<file path="src/rtl/remap_pkg.sv">
// Package: shared types for the vector remap controller.
// Assumes a 2-bit mode field; encoding 11 is reserved and behaves as flash.
package remap_pkg;
    typedef enum logic [1:0] {
        MAP_BOOT  = 2'b00,
        MAP_FLASH = 2'b01,
        MAP_RAM   = 2'b10,
        MAP_RSVD  = 2'b11
    } map_mode_t;
endpackage

</file>
<file path="src/rtl/remap_cfg_reg.sv">
// Module: remap control register on a single-cycle valid/write bus.
// Holds the 2-bit mode; reset selects boot mode. Assumes a word-addressed
// register at CFG_ADDR; upper write-data bits are discarded.
module remap_cfg_reg
    import remap_pkg::*;
#(
    parameter int              ADDR_W   = 32,
    parameter int              DATA_W   = 32,
    parameter logic [ADDR_W-1:0] CFG_ADDR = 32'hE01F_C040
) (
    input  logic              clk,
    input  logic              rst_n,
    input  logic              reg_valid,
    input  logic              reg_write,
    input  logic [ADDR_W-1:0] reg_addr,
    input  logic [DATA_W-1:0] reg_wdata,
    output logic [DATA_W-1:0] reg_rdata,
    output logic              reg_ready,
    output map_mode_t         mode
);
    logic hit;
    logic wr_en;
    wire  unused_wdata_hi = ^reg_wdata[DATA_W-1:2];

    // Address match and write qualifier.
    assign hit   = reg_valid && (reg_addr == CFG_ADDR);
    assign wr_en = hit && reg_write;

    // Mode storage: boot mode on reset, low two data bits on a write.
    always_ff @(posedge clk) begin
        if (!rst_n)
            mode <= MAP_BOOT;
        else if (wr_en)
            mode <= map_mode_t'(reg_wdata[1:0]);
    end

    // Read mux and same-cycle ready.
    always_comb begin
        reg_ready = reg_valid;
        reg_rdata = '0;
        if (hit && !reg_write)
            reg_rdata = {{(DATA_W-2){1'b0}}, mode};
    end

    assert_reset_boot_R1: assert property (@(posedge clk)
        !rst_n |=> mode == MAP_BOOT);

    assert_write_lands_R8: assert property (@(posedge clk) disable iff (!rst_n)
        wr_en |=> mode == map_mode_t'($past(reg_wdata[1:0])));

    assert_hold_R8: assert property (@(posedge clk) disable iff (!rst_n)
        !wr_en |=> $stable(mode));
endmodule

</file>
<file path="src/rtl/remap_vector_xlate.sv">
// Module: vector window translation.
// Redirects the lowest VEC_WORDS words to the boot block or SRAM by mode;
// everything else passes through. Assumes VEC_WORDS is a power of two and
// both bases are aligned to the window size.
module remap_vector_xlate
    import remap_pkg::*;
#(
    parameter int                ADDR_W    = 32,
    parameter int                VEC_WORDS = 8,
    parameter logic [ADDR_W-1:0] BOOT_BASE = 32'h7FFF_E000,
    parameter logic [ADDR_W-1:0] SRAM_BASE = 32'h4000_0000
) (
    input  map_mode_t         mode,
    input  logic [ADDR_W-1:0] cpu_addr,
    output logic [ADDR_W-1:0] phys_addr
);
    localparam int VEC_BYTES = VEC_WORDS * 4;
    localparam int VEC_BITS  = $clog2(VEC_BYTES);

    logic              in_window;
    logic [ADDR_W-1:0] offset;

    // Window hit and in-window byte offset.
    assign in_window = (cpu_addr[ADDR_W-1:VEC_BITS] == '0);
    assign offset    = {{(ADDR_W-VEC_BITS){1'b0}}, cpu_addr[VEC_BITS-1:0]};

    // Select the backing base for window accesses.
    always_comb begin
        phys_addr = cpu_addr;
        if (in_window) begin
            unique case (mode)
                MAP_BOOT:  phys_addr = BOOT_BASE | offset;
                MAP_RAM:   phys_addr = SRAM_BASE | offset;
                default:   phys_addr = offset;
            endcase
        end
    end

    always_comb begin
        assert_offset_kept_R2: assert (phys_addr[VEC_BITS-1:0] == cpu_addr[VEC_BITS-1:0]);
    end
endmodule

</file>
<file path="src/rtl/remap_region_decode.sv">
// Module: physical region decode.
// Raises one select for flash, SRAM or boot block, nothing for the control
// register address, and decode_err for anything else. Assumes the regions
// do not overlap.
module remap_region_decode #(
    parameter int                ADDR_W      = 32,
    parameter logic [ADDR_W-1:0] FLASH_BASE  = 32'h0000_0000,
    parameter logic [ADDR_W-1:0] FLASH_BYTES = 32'h0004_0000,
    parameter logic [ADDR_W-1:0] SRAM_BASE   = 32'h4000_0000,
    parameter logic [ADDR_W-1:0] SRAM_BYTES  = 32'h0000_4000,
    parameter logic [ADDR_W-1:0] BOOT_BASE   = 32'h7FFF_E000,
    parameter logic [ADDR_W-1:0] BOOT_BYTES  = 32'h0000_2000,
    parameter logic [ADDR_W-1:0] CFG_ADDR    = 32'hE01F_C040
) (
    input  logic              clk,
    input  logic              rst_n,
    input  logic [ADDR_W-1:0] phys_addr,
    output logic              sel_flash,
    output logic              sel_sram,
    output logic              sel_boot,
    output logic              decode_err
);
    logic cfg_hit;

    // Range compares via offset subtraction (wraps for addresses below base).
    always_comb begin
        sel_flash  = (phys_addr - FLASH_BASE) < FLASH_BYTES;
        sel_sram   = (phys_addr - SRAM_BASE)  < SRAM_BYTES;
        sel_boot   = (phys_addr - BOOT_BASE)  < BOOT_BYTES;
        cfg_hit    = (phys_addr == CFG_ADDR);
        decode_err = !(sel_flash || sel_sram || sel_boot || cfg_hit);
    end

    assert_one_select_R7: assert property (@(posedge clk) disable iff (!rst_n)
        $onehot0({sel_flash, sel_sram, sel_boot}));

    assert_err_quiet_R7: assert property (@(posedge clk) disable iff (!rst_n)
        decode_err |-> !(sel_flash || sel_sram || sel_boot));
endmodule

</file>
<file path="src/rtl/vec_remap_ctrl.sv">
// Module: top of the exception vector remap controller.
// Joins the mode register, the window translation and the region decode.
// Assumes a single core address port and a separate register bus.
module vec_remap_ctrl
    import remap_pkg::*;
#(
    parameter int                ADDR_W      = 32,
    parameter int                DATA_W      = 32,
    parameter int                VEC_WORDS   = 8,
    parameter logic [ADDR_W-1:0] FLASH_BASE  = 32'h0000_0000,
    parameter logic [ADDR_W-1:0] FLASH_BYTES = 32'h0004_0000,
    parameter logic [ADDR_W-1:0] SRAM_BASE   = 32'h4000_0000,
    parameter logic [ADDR_W-1:0] SRAM_BYTES  = 32'h0000_4000,
    parameter logic [ADDR_W-1:0] BOOT_BASE   = 32'h7FFF_E000,
    parameter logic [ADDR_W-1:0] BOOT_BYTES  = 32'h0000_2000,
    parameter logic [ADDR_W-1:0] CFG_ADDR    = 32'hE01F_C040
) (
    input  logic              clk,
    input  logic              rst_n,
    input  logic [ADDR_W-1:0] cpu_addr,
    output logic [ADDR_W-1:0] phys_addr,
    output logic              sel_flash,
    output logic              sel_sram,
    output logic              sel_boot,
    output logic              decode_err,
    input  logic              reg_valid,
    input  logic              reg_write,
    input  logic [ADDR_W-1:0] reg_addr,
    input  logic [DATA_W-1:0] reg_wdata,
    output logic [DATA_W-1:0] reg_rdata,
    output logic              reg_ready
);
    localparam int VEC_BYTES = VEC_WORDS * 4;

    map_mode_t mode;
    logic      vec_hit;

    assign vec_hit = cpu_addr < ADDR_W'(VEC_BYTES);

    remap_cfg_reg #(
        .ADDR_W(ADDR_W), .DATA_W(DATA_W), .CFG_ADDR(CFG_ADDR)
    ) u_cfg (
        .clk(clk), .rst_n(rst_n),
        .reg_valid(reg_valid), .reg_write(reg_write),
        .reg_addr(reg_addr), .reg_wdata(reg_wdata),
        .reg_rdata(reg_rdata), .reg_ready(reg_ready),
        .mode(mode)
    );

    remap_vector_xlate #(
        .ADDR_W(ADDR_W), .VEC_WORDS(VEC_WORDS),
        .BOOT_BASE(BOOT_BASE), .SRAM_BASE(SRAM_BASE)
    ) u_xlate (
        .mode(mode), .cpu_addr(cpu_addr), .phys_addr(phys_addr)
    );

    remap_region_decode #(
        .ADDR_W(ADDR_W),
        .FLASH_BASE(FLASH_BASE), .FLASH_BYTES(FLASH_BYTES),
        .SRAM_BASE(SRAM_BASE),   .SRAM_BYTES(SRAM_BYTES),
        .BOOT_BASE(BOOT_BASE),   .BOOT_BYTES(BOOT_BYTES),
        .CFG_ADDR(CFG_ADDR)
    ) u_decode (
        .clk(clk), .rst_n(rst_n), .phys_addr(phys_addr),
        .sel_flash(sel_flash), .sel_sram(sel_sram),
        .sel_boot(sel_boot), .decode_err(decode_err)
    );

    assert_boot_window_R2: assert property (@(posedge clk) disable iff (!rst_n)
        (vec_hit && mode == MAP_BOOT) |-> sel_boot);

    assert_ram_window_R3: assert property (@(posedge clk) disable iff (!rst_n)
        (vec_hit && mode == MAP_RAM) |-> sel_sram);

    assert_flash_window_R5: assert property (@(posedge clk) disable iff (!rst_n)
        (vec_hit && mode[0]) |-> (sel_flash && phys_addr == cpu_addr));

    assert_ready_R10: assert property (@(posedge clk) disable iff (!rst_n)
        reg_ready == reg_valid);
endmodule

</file>
<file path="config.mk">
export PLATFORM = sky130hd
export DESIGN_NAME = vec_remap_ctrl
export DESIGN_NICKNAME = d
export VERILOG_FILES = /design/src/rtl/remap_pkg.sv /design/src/rtl/remap_cfg_reg.sv /design/src/rtl/remap_vector_xlate.sv /design/src/rtl/remap_region_decode.sv /design/src/rtl/vec_remap_ctrl.sv
export SDC_FILE = /design/constraint.sdc
export NUM_CORES = 1
export LEC_CHECK = 0
export BUFFER_PORTS_ARGS = -buffer_cell sky130_fd_sc_hd__buf_2
export CORE_MARGIN = 5
export CORE_UTILIZATION = 33
export DETAILED_ROUTE_END_ITERATION = 10
export GPL_ROUTABILITY_DRIVEN = 0
export HOLD_SLACK_MARGIN = 0.02
export PLACE_DENSITY = 0.83
export SYNTH_ARGS = -nofsm -noshare
export SYNTH_HDL_FRONTEND = slang
export SYNTH_SLANG_ARGS = --single-unit
export TNS_END_PERCENT = 1
</file>
<file path="constraint.sdc">
create_clock -name clk -period 7.25 [get_ports clk]
set_input_delay 1.45 -clock clk [delete_from_list [all_inputs] [get_ports clk]]
set_output_delay 1.45 -clock clk [all_outputs]
set_load 0.02 [all_outputs]
</file>
==> Word level (Yosys, flattened, before mapping) <==
Index checks and enable logic that the tools add are counted.
{ "word_totals": {"ff_bits": 2, "inputBits": 100, "output_inout_bits": 69, "word_cells": 22} }
{ "classes": {"addsub": 2, "magnitude_cmp": 3, "eq_ne": 3, "n_mux": 3, "reduce_logical": 10} }
{ "op_table": {"columns": ["op", "count"], "rows": [
  ["$eq 32x32->1 const B", 2],
  ["$sub 32x31->32 const B", 2],
  ["$pmux 31 s2", 1],
  ["$lt 32x14->1 const B", 1],
  ["$lt 32x15->1 const B", 1],
  ["$lt 32x19->1 const B", 1],
  ["$mux 32", 1],
  ["$logic_not 27->1", 1],
  ["$logic_and 1x1->1", 3],
  ["$logic_or 1x1->1", 3],
  ["$eq 2x2->1 const B", 1],
  ["$logic_not 1->1", 2],
  ["$logic_not 2->1", 1],
  ["$mux 2", 1]
]} }

==> Longest topological paths before layout <==
Gate-level depths: netlist (run 1).
{ "depth": {"word_depth": 9, "ltp_mapped": 15, "ltp_nobuf": 12} }

==> Hierarchy <==
Synthesis (run 1) repeated with hierarchy kept, for this count alone.
{ "unflattened": {"cells_unflattened": 177, "area_unflattened_um2": 1313.8} }
{ "modules_own_cells": {"columns": ["mod", "n_inst", "cells_per_inst", "area_per_inst_um2", "seq_area_each_um2"], "rows": [
  ["remap_region_decode", 1, 77, 503.0, 0.0],
  ["remap_cfg_reg", 1, 56, 467.9, 40.0],
  ["remap_vector_xlate", 1, 44, 342.8, 0.0]
]} }

==> Worst setup path before layout (run 1) <==
Ideal clock, no wire load.
{ "synth_timing": {"kind": "input port to output port", "from": "input cpu_addr[16]", "to": "output sel_boot", "t_arrival_ns": 4.975, "t_required_ns": 5.800, "slack_ns": 0.825, "stages": 15, "path_buffers": 3, "cell_sequence": "buf_6 -> or4_4 -> or4_4 -> nor4b_4 -> clkbuf_2 -> or2_2 -> ha_1 -> bufbuf_16 -> and3_2 -> nand2_1 -> a211oi_1 -> a2bb2oi_1 -> o2111ai_1 -> nor4_2 -> and3_1"} }
{ "synth_between": {"elab_chain_len": 4} }
{ "synth_lines": {"columns": ["item", "line", "source"], "rows": [
  ["start: declaration", "vec_remap_ctrl.sv:20", "input logic [ADDR_W-1:0] cpu_addr,"],
  ["$logic_not 27->1", "remap_vector_xlate.sv:24", "assign in_window = (cpu_addr[ADDR_W-1:VEC_BITS] == '0);"],
  ["$mux 32", "remap_vector_xlate.sv:30", "if (in_window) begin"],
  ["via phys_addr[14]", "vec_remap_ctrl.sv:21", "output logic [ADDR_W-1:0] phys_addr,"],
  ["$sub 32x31->32", "remap_region_decode.sv:29", "sel_boot = (phys_addr - BOOT_BASE) < BOOT_BYTES;"],
  ["$lt 32x14->1", "remap_region_decode.sv:29", null],
  ["end: declaration", "vec_remap_ctrl.sv:24", "output logic sel_boot,"]
]} }
The timed path passes the listed nets, and every way through them passes these cells.

==> Final worst setup path (run 1) <==
{ "layout_timing": {"from": "input cpu_addr[17]", "to": "output sel_boot"} }
{ "layout_between": {"elab_chain_len": 4} }
{ "layout_lines": {"columns": ["item", "line"], "rows": [
  ["$logic_not 27->1", "remap_vector_xlate.sv:24"],
  ["$mux 32 (*)", "remap_vector_xlate.sv:30"],
  ["$sub 32x31->32 (*)", "remap_region_decode.sv:29"],
  ["$lt 32x14->1 (*)", "remap_region_decode.sv:29"]
]} }
Mark *: on every way between the ends. The rest lies on a longest branch, timed or not.

==> results of run 1 <==
cell usage in the layout, fill, tap and decap left out, types with 2 or more instances in the layout:
master	n
a31oi_1	2
or3_1	2
mux2i_1	3
and4_1	2
nor4_1	9
or4_4	2
xnor2_1	2
nor2_1	18
o2111ai_1	2
nor2b_1	3
and3_1	3
a21oi_1	2
buf_4	2
dfxtp_1	2
nand4_1	6
or2_2	17
inv_1	3
buf_2	108
conb_1	30
nand2_1	12
nand3_1	13
clkbuf_8	3
and2_1	2
nor4b_1	4
nor3_1	4
o21ai_0	6
xor2_1	2
per-stage QoR:
step | setup WS (ns) | utilization
6_report | 0.603 | 0.437
5_1_grt | 0.341 | 0.437
4_1_cts | 0.587 | 0.437
3_5_place_dp | 0.583 | 0.426
3_3_place_gp | 0.722 | 0.426
2_1_floorplan | 0.825 | -
worst paths after layout:
kind / endpoint
max: sel_boot
min: u_cfg.mode[1]
max reg2reg: u_cfg.mode[0]
min reg2reg: u_cfg.mode[1]
routing by layer:
layer / GRT usage / vias up / wire length, um
li1: - / 841 / -
met1: 0.165 / 757 / 1630
met2: 0.283 / 118 / 2330
met3: 0.0176 / 4 / 615
met4: 0.0217 / 0 / 26
met5: 0 / - / 0
worst max-delay path, cell delays in order:
cell and delay (ns):
buf_2 0.17, or4_4 0.56, or4_4 0.48, nor4b_4 0.54, or2_2 0.22, ha_1 0.16, and3_2 0.22, nand2_1 0.06
a211oi_1 0.30, a2bb2oi_1 0.21, o2111ai_1 0.17, nor4_2 0.31, and3_1 0.19, buf_2 0.16
kinds of logic (layout without fill, tap and decap cells):
kind of cell	count (synthesis)	after routing	synth area share
XOR/XNOR	4	4	0.0255
buffers and inverters	59	116	0.288
adder cells (fa/ha/maj)	1	1	0.00910
other	1	30	0.00273
AND/OR/NAND/NOR	109	109	0.487
AO/OA/AOI/OAI	24	24	0.129
multiplexers	4	4	0.0300
flip-flops	2	2	0.0291
area by class of cell:
cell class              instances  area [um2]
clock buffers                   3        41.3
fillers                       425        2270
inverters                       3        11.3
multi-input cells             172        1050
flip-flops and latches          2        40.0
well taps                      50        62.6
repair buffers                110         556
power breakdown:
part	leakage [nW]	internal [mW]	switching (mW)
combinational	0.846	0.0313	0.0554
clock	0.0216	0.0352	0.00910
sequential	0.0161	0.0111	0.000000000000712
==> flow_metrics.env, run 1 <==
export IMPL_root_buffer="clkbuf_8"
export IMPL_largest_register_ffs=2
export IMPL_ioPinCount=169
export IMPL_synth_most_common_cell="buf_4"
export IMPL_worstSetupPathType="input port to output pin"
export IMPL_ir_drop_mv=0.0366
export IMPL_placed_cells=337
export IMPL_synth_area_um2=1380
export IMPL_die_w_um=74.6
export IMPL_finalWirelength_mm=4.60
export IMPL_endpoint_kind="output pin"
export IMPL_path_clk_slew_ns=0.03
export IMPL_diodes=0
export IMPL_r2r_start="u_cfg.mode[0]"
export IMPL_avgRoutedWirePerCell_um=13.5
export IMPL_fin_setup_tns_ns=0
export IMPL_fp_dieArea_um2=5560
export IMPL_ys_types=55
export IMPL_cts_hold_buffers_added=0
export IMPL_yosysSeqAreaShare=0.0291
export IMPL_cp_arrival_ns=5.20
export IMPL_power_leakage_nw=0.883
export IMPL_cts_sinks=2
export IMPL_rrSetupSlack_ns=6.56
export IMPL_clk_insertion_delay_late_ns=0.21
export IMPL_stdcell_count=340
export IMPL_cts_setup_buffers=0
export IMPL_regMostFlops="u_cfg.mode"
export IMPL_rr_worst_depth=2
export IMPL_io_buffer_count=108
export IMPL_top_regs="u_cfg.mode x2"
export IMPL_synth_ff_type="dfxtp_1"
export IMPL_grt_overflow=0
export IMPL_placed_cell_area_um2=1720
export IMPL_die_height_um=74.6
export IMPL_setup_viol_count_final=0
export IMPL_grt_pass1_wl_mm=6.51
export IMPL_relSlewSlack=0.552
export IMPL_ant_nets=0
export IMPL_max_clock_path_buffers=2
export IMPL_routed_via_count=1720
export IMPL_crit_path_start_kind="input port"
export IMPL_synth_seq_cells=2
export IMPL_drt_vias_per_instance=5.06
export IMPL_hp_class="register to register"
export IMPL_syn_to_final_growth_pct=27.9
export IMPL_cap_violations=0
export IMPL_hold_viol_final=0
export IMPL_grt_max_degree=13
export IMPL_drv_slew=0
export IMPL_fin_crit_sh=0.917
export IMPL_drc=0
export IMPL_drt_pass1_iter_count=4
export IMPL_p_per_area_nw_per_um2=80.8
export IMPL_yosysTopAreaCell="buf_4"
export IMPL_hold_worst_slack_ns=0.595
export IMPL_grt_antenna_before_repair=0
export IMPL_numCtsBuffers=3
export IMPL_yosysWarnings=0
export IMPL_drt_initial_drc_count=58
export IMPL_cts_resized=0
export IMPL_hold_path_startpoint="u_cfg.mode[1]"
export IMPL_final_cell_area_um2=1760
export IMPL_syn_mean_instance_area_um2=6.74
export IMPL_num_nets_final=393
export IMPL_synthTopCellsByCount="buf_4, nor2_1, or2_2"
export IMPL_cts_tree="yes"
export IMPL_grt_pass1_vias=1529
export IMPL_synth_cells=204
export IMPL_synth_enable_flop_cells=0
export IMPL_core_area_um2=4030
export IMPL_synth_top_cells_by_area="buf_4, or2_2, nor2_1, nand3_1, clkbuf_1"
export IMPL_outcome="finished clean"
export IMPL_yosysTopAreaCellShare=0.197
export IMPL_crit_required_ns=5.80
export IMPL_fmax_mhz=150
export IMPL_fin_crit_ns=6.65
export IMPL_totalPowerFinal_mw=0.142
export IMPL_rows=23
export IMPL_initial_core_util=0.341
export IMPL_grtUsageTotal=0.143
export IMPL_dpl_hpwl_mm=4.02
export IMPL_tightest_slew_ns=0.665
export IMPL_grt_setup_unrepaired="false"
export IMPL_htree_levels=1
export IMPL_cp_startpoint="cpu_addr[17]"
export IMPL_clock_skew_final_ns=0
export IMPL_crit_path_max_fanout=12
export IMPL_async_flop_share=0
export IMPL_hold_depth=2
export IMPL_drive_gt1_frac=0.486
Note: power is estimated with default switching activity, not from simulation.
==> run 2, diff against run 1 <==
==> constraint.sdc (replaced) <==
create_clock -name clk -period 7.25 [get_ports clk]
set_input_delay 1.8125 -clock clk [delete_from_list [all_inputs] [get_ports clk]]
set_output_delay 1.8125 -clock clk [all_outputs]
set_load 0.02 [all_outputs]
==> run 2 against run 1 <==
Clock-buffer cell count unchanged. Final cell count grew 0.88%. Non-clock buffer count rose by 3. Routed wire length rose by 3.9%. Design area is 1.6% higher. Die area unchanged. Maximum frequency is 5.9% lower. Critical path type unchanged. Critical endpoint unchanged.
==> flow_metrics.env, run 2 (same netlist as run 1, synthesis figures left out) <==
export IMPL_cts_tree="yes"
export IMPL_hold_viol_final=0
export IMPL_grt_pass1_vias=1571
export IMPL_multiInputGateArea_um2=1050
export IMPL_fin_setup_tns_ns=0
export IMPL_rows=23
export IMPL_core_area_um2=4030
export IMPL_largest_register_ffs=2
export IMPL_fillers=428
export IMPL_p_clk_frac=0.305
export IMPL_p_sw_frac=0.453
export IMPL_drt_vias_per_instance=5.10
export IMPL_die_w_um=74.6
export IMPL_ioPinCount=169
export IMPL_regMostFlops="u_cfg.mode"
export IMPL_drive_gt1_frac=0.495
export IMPL_grt_max_degree=12
export IMPL_max_clock_path_buffers=2
export IMPL_placed_cells=340
export IMPL_drc=0
export IMPL_top_regs="u_cfg.mode x2"
export IMPL_drv_slew=0
export IMPL_diodes=0
export IMPL_hp_class="register to register"
export IMPL_syn_to_final_growth_pct=29.9
export IMPL_drt_pass1_iter_count=4
export IMPL_power_leakage_nw=0.900
export IMPL_worstSetupPathType="input port to output pin"
export IMPL_hold_depth=2
export IMPL_initial_core_util=0.341
export IMPL_cap_violations=0
export IMPL_crit_required_ns=5.44
export IMPL_stdcell_count=343
export IMPL_htree_levels=1
export IMPL_mostFrequentLayoutCells="buf_2, conb_1, nor2_1, or2_2, nand3_1"
export IMPL_grt_setup_unrepaired="false"
export IMPL_register_area_um2=40.0
export IMPL_p_seq_frac=0.078
export IMPL_fin_crit_sh=0.974
export IMPL_power_switching_mw=0.0646
export IMPL_rr_worst_depth=2
export IMPL_grt_antenna_before_repair=0
export IMPL_drt_initial_drc_count=78
export IMPL_clk_insertion_delay_late_ns=0.21
export IMPL_root_buffer="clkbuf_8"
export IMPL_grtUsageTotal=0.151
export IMPL_ir_drop_mv=0.0392
export IMPL_crit_path_start_kind="input port"
export IMPL_fp_dieArea_um2=5560
export IMPL_cts_sinks=2
export IMPL_path_clk_slew_ns=0.03
export IMPL_final_common_cell="buf_2"
export IMPL_grt_overflow=0
export IMPL_internal_power_mw=0.0781
export IMPL_ant_nets=0
export IMPL_endpoint_kind="output pin"
export IMPL_dpl_hpwl_mm=4.19
export IMPL_num_nets_final=396
export IMPL_cp_arrival_ns=5.25
export IMPL_p_per_area_nw_per_um2=79.9
export IMPL_die_height_um=74.6
export IMPL_outcome="finished clean"
export IMPL_crit_path_max_fanout=10
export IMPL_finalWirelength_mm=4.78
export IMPL_clock_skew_final_ns=0
export IMPL_setup_viol_count_final=0
export IMPL_avgRoutedWirePerCell_um=13.9
export IMPL_io_buffer_count=108
export IMPL_power_frac_comb=0.618
export IMPL_fmax_mhz=142
export IMPL_routed_via_count=1751
export IMPL_fin_crit_ns=7.06
export IMPL_grt_pass1_wl_mm=6.80
export IMPL_numCtsBuffers=3
## run 2: final cells by class
cell class,count,share of cell area
clock buffer,3,0.0231
sequential,2,0.0224
timing repair buffer,113,0.324
multi-input combinational,172,0.590
inverter,3,0.00630
tap,50,0.0350
## run 2: power groups by stage
stage                     combinational [mW]  clock (mW)  sequential [mW]
after global placement                0.0858           0           0.0112
after global routing                  0.0955      0.0455           0.0111
after detailed placement              0.0871           0           0.0112
after floorplan                       0.0688           0           0.0112
after CTS                             0.0874      0.0444           0.0111
final                                 0.0882      0.0435           0.0111
## run 2: worst max-delay path, cell delays in order
cell and delay (ns):
buf_2 0.16, or4_4 0.51, or4_4 0.48, nor4b_4 0.35, or2_2 0.18, ha_1 0.15, and3_2 0.22, nand3_1 0.12
o21ai_0 0.20, o2111a_1 0.22, o2111ai_1 0.15, nor4_2 0.33, and3_1 0.21, buf_2 0.16
## run 2: final timing paths
check	from	endpoint	slack, ns
hold reg to reg	u_cfg.mode[1]	u_cfg.mode[1]	0.60
setup / recovery	cpu_addr[16]	sel_boot	0.19
hold / removal	u_cfg.mode[1]	u_cfg.mode[1]	0.60
setup reg to reg	u_cfg.mode[0]	u_cfg.mode[0]	6.53
## run 2: timing repair
action	4_1_cts	5_1_grt
gates resized for setup	0	1
setup endpoints to repair	0	1
buffers inserted	0	0
hold buffers	0	0
## run 2: through the flow
step                setup WS [ns]  cell area [um2]  hold slack (ns)  power, mW   util
detailed placement          0.185             1740            0.585     0.0983  0.432
global route              0.00702             1790            0.668      0.152  0.443
finish                      0.186             1790            0.600      0.143  0.443
CTS                         0.180             1780            0.609      0.143  0.442
global placement            0.237             1740            0.574     0.0971  0.432
floorplan                   0.100             1480            0.516     0.0801      -
## run 2: layer usage
layer / vias to the layer above / global-route usage / part of all wire
li1: 851 / - / -
met1: 786 / 0.167 / 0.36
met2: 108 / 0.303 / 0.52
met3: 6 / 0.0135 / 0.12
met4: 0 / 0.0375 / 0.0088
met5: - / 0 / 0
